==> src/rtl/ctr_trap_pkg.sv <==
package ctr_trap_pkg;
    localparam int IDX_W = 5;
    localparam int CNT_W = IDX_W + 1;
    localparam int NCTR  = 1 << IDX_W;
    localparam int SYN_W = 8;
    localparam int OC_W  = 5;

    localparam logic [1:0] LVL_USR = 2'd0;
    localparam logic [1:0] LVL_OS  = 2'd1;
    localparam logic [1:0] LVL_HYP = 2'd2;
    localparam logic [1:0] LVL_MON = 2'd3;

    localparam logic [SYN_W-1:0] SYN_SYSREG  = 8'h03;
    localparam logic [SYN_W-1:0] SYN_UNKNOWN = 8'h00;

    typedef enum logic [OC_W-1:0] {
        OC_NONE   = 5'b00000,
        OC_DO     = 5'b00001,
        OC_HIDE   = 5'b00010,
        OC_UNDEF  = 5'b00100,
        OC_TRAP   = 5'b01000,
        OC_UNPRED = 5'b10000
    } outcome_e;

    typedef struct packed {
        outcome_e         oc;
        logic [1:0]       lvl;
        logic [SYN_W-1:0] syn;
    } verdict_t;

    function automatic verdict_t plain(outcome_e oc);
        verdict_t v;
        v.oc  = oc;
        v.lvl = '0;
        v.syn = '0;
        return v;
    endfunction

    function automatic verdict_t trap_to(logic [1:0] lvl, logic [SYN_W-1:0] syn);
        verdict_t v;
        v.oc  = OC_TRAP;
        v.lvl = lvl;
        v.syn = syn;
        return v;
    endfunction
endpackage

==> src/rtl/ctr_user_gate.sv <==
module ctr_user_gate
    import ctr_trap_pkg::*;
(
    input  logic             req_wr,
    input  logic [IDX_W-1:0] idx,
    input  logic             l1_narrow,
    input  logic             l2_narrow,
    input  logic             l2_active,
    input  logic             l3_present,
    input  logic             host_mode,
    input  logic             fgt_impl,
    input  logic             ext_user_impl,
    input  logic             usr_en,
    input  logic             usr_ext_en,
    input  logic             usr_ro,
    input  logic [NCTR-1:0]  usr_acc,
    input  logic             l2_tge,
    input  logic             l3_fgt_allow,
    input  logic             fgt_rd_trap,
    input  logic             fgt_wr_trap,
    output logic             refuse,
    output verdict_t         refuse_v,
    output logic             fgt_hit,
    output logic             hide
);
    logic ext_on;
    logic wide_ok;
    logic redirect_wide;
    logic redirect_narrow;
    logic fgt_sel;

    assign ext_on          = ext_user_impl & usr_ext_en & ~l1_narrow;
    assign wide_ok         = usr_en | (ext_user_impl & usr_ext_en);
    assign redirect_wide   = l2_active & ~l2_narrow & l2_tge;
    assign redirect_narrow = l2_active & l2_narrow & l2_tge;
    assign fgt_sel         = req_wr ? fgt_wr_trap : fgt_rd_trap;

    assign refuse = l1_narrow ? ~usr_en : ~wide_ok;

    always_comb begin
        if (!l1_narrow) begin
            refuse_v = trap_to(redirect_wide ? LVL_HYP : LVL_OS, SYN_SYSREG);
        end else if (redirect_wide) begin
            refuse_v = trap_to(LVL_HYP, SYN_SYSREG);
        end else if (redirect_narrow) begin
            refuse_v = trap_to(LVL_HYP, SYN_UNKNOWN);
        end else begin
            refuse_v = plain(OC_UNDEF);
        end
    end

    assign fgt_hit = l2_active & ~l1_narrow & ~host_mode & fgt_impl
                   & (~l3_present | l3_fgt_allow) & fgt_sel;

    assign hide = ext_on & (~usr_acc[idx] | (req_wr & usr_ro));
endmodule

==> config.mk <==
export PLATFORM = sky130hd
export DESIGN_NAME = ctr_user_gate
export DESIGN_NICKNAME = d
export VERILOG_FILES = /design/src/rtl/ctr_trap_pkg.sv /design/src/rtl/ctr_user_gate.sv
export SDC_FILE = /design/constraint.sdc
export NUM_CORES = 1
export LEC_CHECK = 0
export ABC_CLOCK_PERIOD_IN_PS = 2870
export BUFFER_PORTS_ARGS = -buffer_cell sky130_fd_sc_hd__buf_2
export CORE_MARGIN = 2
export CORE_UTILIZATION = 34
export DETAILED_ROUTE_END_ITERATION = 16
export GPL_TIMING_DRIVEN = 0
export PLACE_DENSITY = 0.91
export SYNTH_ARGS = -nofsm -noshare
export SYNTH_HDL_FRONTEND = slang
export SYNTH_SLANG_ARGS = --single-unit
==> constraint.sdc <==
create_clock -name vclk -period 2.87
set_input_delay 0.287 -clock vclk [all_inputs]
set_output_delay 0.287 -clock vclk [all_outputs]
set_load 0.01 [all_outputs]
==> flow_summary_export.csv <==
group,metric,value,unit
outcome,run_status,"completed",
synth,syn_area,490,um^2
final_layout,seq_cell_count,0,
route,postRouteAntennaNets,0,
floorplanning,start_util,0.372,
worst_setup_path,path_buf_inv,3,
synth,syn_inst,55,
clocking,cts_resized,0,
timing,tns,0,ns
floorplanning,die_area,1760,um^2
timing,rsz0062_at_grt,"false",
global_routing,antenna_found_initial,0,
worst_setup_path,cpMostUsedCell,"buf_2",
floorplanning,core_area,1320,um^2
timing,finalMaxSlewViolations,0,
placement,placed_cell_area,835,um^2
placement,preCtsSetupSlack,0.599,ns
worst_setup_path,critPathSlowestCell,"mux4_2",
worst_setup_path,cp_cell_sequence,"buf_2, buf_6, mux4_2, mux2_2, or3_1, a41oi_2, buf_2",
power,leakage,0.000497,uW
worst_setup_path,critPathKind,"in2out",
route,drc,0,
final_layout,ff_latch_area,0,um^2
worst_setup_path,critical_path_required,2.58,ns
synth,syn_avg_cell_area,8.92,um^2
power,peakVddDrop,65.2,uV
global_routing,grt_usage,0.165,
floorplanning,fp.dieW,42.0,um
floorplanning,dieHeight,42.0,um
synth,synth_top_area_share,0.214,
job,drv_cap,0,
global_routing,grt_pass1_wl,2.39,mm
worst_setup_path,critPathCaptureType,"output port",
route,drtIter0Drc,5,
global_routing,grt-ovfl-total,0,
min_path,min-delay-path-class,"in2out",
timing,fin_crit_sh,0.790,
timing,setup_slack,0.601,ns
timing,fmax,441,MHz
final_layout,area_growth,70.2,%
route,routedWlPerCell,11.1,um
worst_setup_path,crit_family,"multiplexers",
synth,synthTopCellsByCount,"10 x buf_4, 8 x mux2i_1, 4 x inv_1, 4 x mux4_1, 4 x nor2_1",
route,routed_wl,1.52,mm
placement,port_buffers,59,
placement,finalWeightedCongestion,0.684,
worst_setup_path,crit_path_max_fanout,10,
route,vias_per_cell,4.61,
synth,yosys.area.top_type,"mux4_1",
synth,synth_most_common_cell,"buf_4",
floorplanning,placementRows,13,
route,num_vias,632,
global_routing,grt_max_degree,11,
final_layout,final_nets,176,
floorplanning,ioPinCount,70,
final_layout,drive_gt1_frac,0.623,
clocking,postCtsHoldBufs,0,
clocking,postCtsSetupBuffers,0,
worst_setup_path,cp_slowest_stage_delay,0.50,ns
final_layout,final_area,835,um^2
synth,ys_types,27,
final_layout,antennaDiodeCount,0,
route,first_pass_iters,5,
worst_setup_path,cp_data_arrival_time,1.98,ns
synth,yosysWarnings,0,
timing,finalHoldViolCount,0,
synth,ys_top_cells_by_area,"mux4_1 21%, mux2i_1 16%, buf_4 15%, mux4_2 4.6%, a41oi_2 3.3%",
synth,seq_area_frac_synth,0,
worst_setup_path,start_kind,"input port",
placement,hpwl,1.44,mm
power,power_density,132,nW/um^2
timing,post-route-min-period,2.27,ns
final_layout,clockBufferCount,0,
timing,setup_violations,0,
global_routing,grt_pass1_vias,615,
[layout by cell type (no fill, tap or decap), types with 2 or more instances in the layout]
cell type / n
nand2_1: 2
mux2i_1: 8
buf_2: 59
buf_4: 10
nor2b_1: 2
nor2_1: 4
nand3_1: 2
conb_1: 9
inv_1: 4
mux4_1: 4
[per-layer routing]
metal,track usage,vias up,routed length [um]
li1,-,329,-
met5,0,-,0
met4,0,0,0
met3,0.0129,0,137
met2,0.369,38,884
met1,0.168,265,494
[power breakdown]
part	switching [uW]	internal, uW
sequential	0	0
combinational	44.0	65.7
clock	0	0
total	44.0	65.7
[cell type report]
type / count / area (um^2)
tap: 15 / 18.8
buffer: 13 / 105
inverter: 4 / 15.0
fill: 112 / 483
timing repair buffer: 59 / 295
multi-input combinational: 46 / 400
[path summary, 6_finish.rpt]
kind	from	end	depth (start not counted)
worst min-delay path	usr_en	refuse	3
worst max-delay path	idx[0]	hide	7
[through the flow]
| step | total power (uW) | instances | hold WS [ns] | util |
|---|---|---|---|---|
| after global placement | 107 | 137 | 0.805 | 0.633 |
| after detailed placement | 110 | 137 | 0.811 | 0.633 |
| after global routing | 121 | 137 | 0.821 | 0.633 |
| after CTS | 110 | 137 | 0.811 | 0.633 |
| after floorplan | 62.9 | 63 | 0.618 | - |
| final | 110 | 137 | 0.808 | 0.633 |
[cells by family after synthesis]
logic type / after synthesis / synth area share
AND/OR/NAND/NOR: 15 / 0.161
other: 1 / 0.00765
buffers and inverters: 17 / 0.245
AO/OA/AOI/OAI: 8 / 0.140
multiplexers: 14 / 0.446
Note: power is estimated with default switching activity, not from simulation.
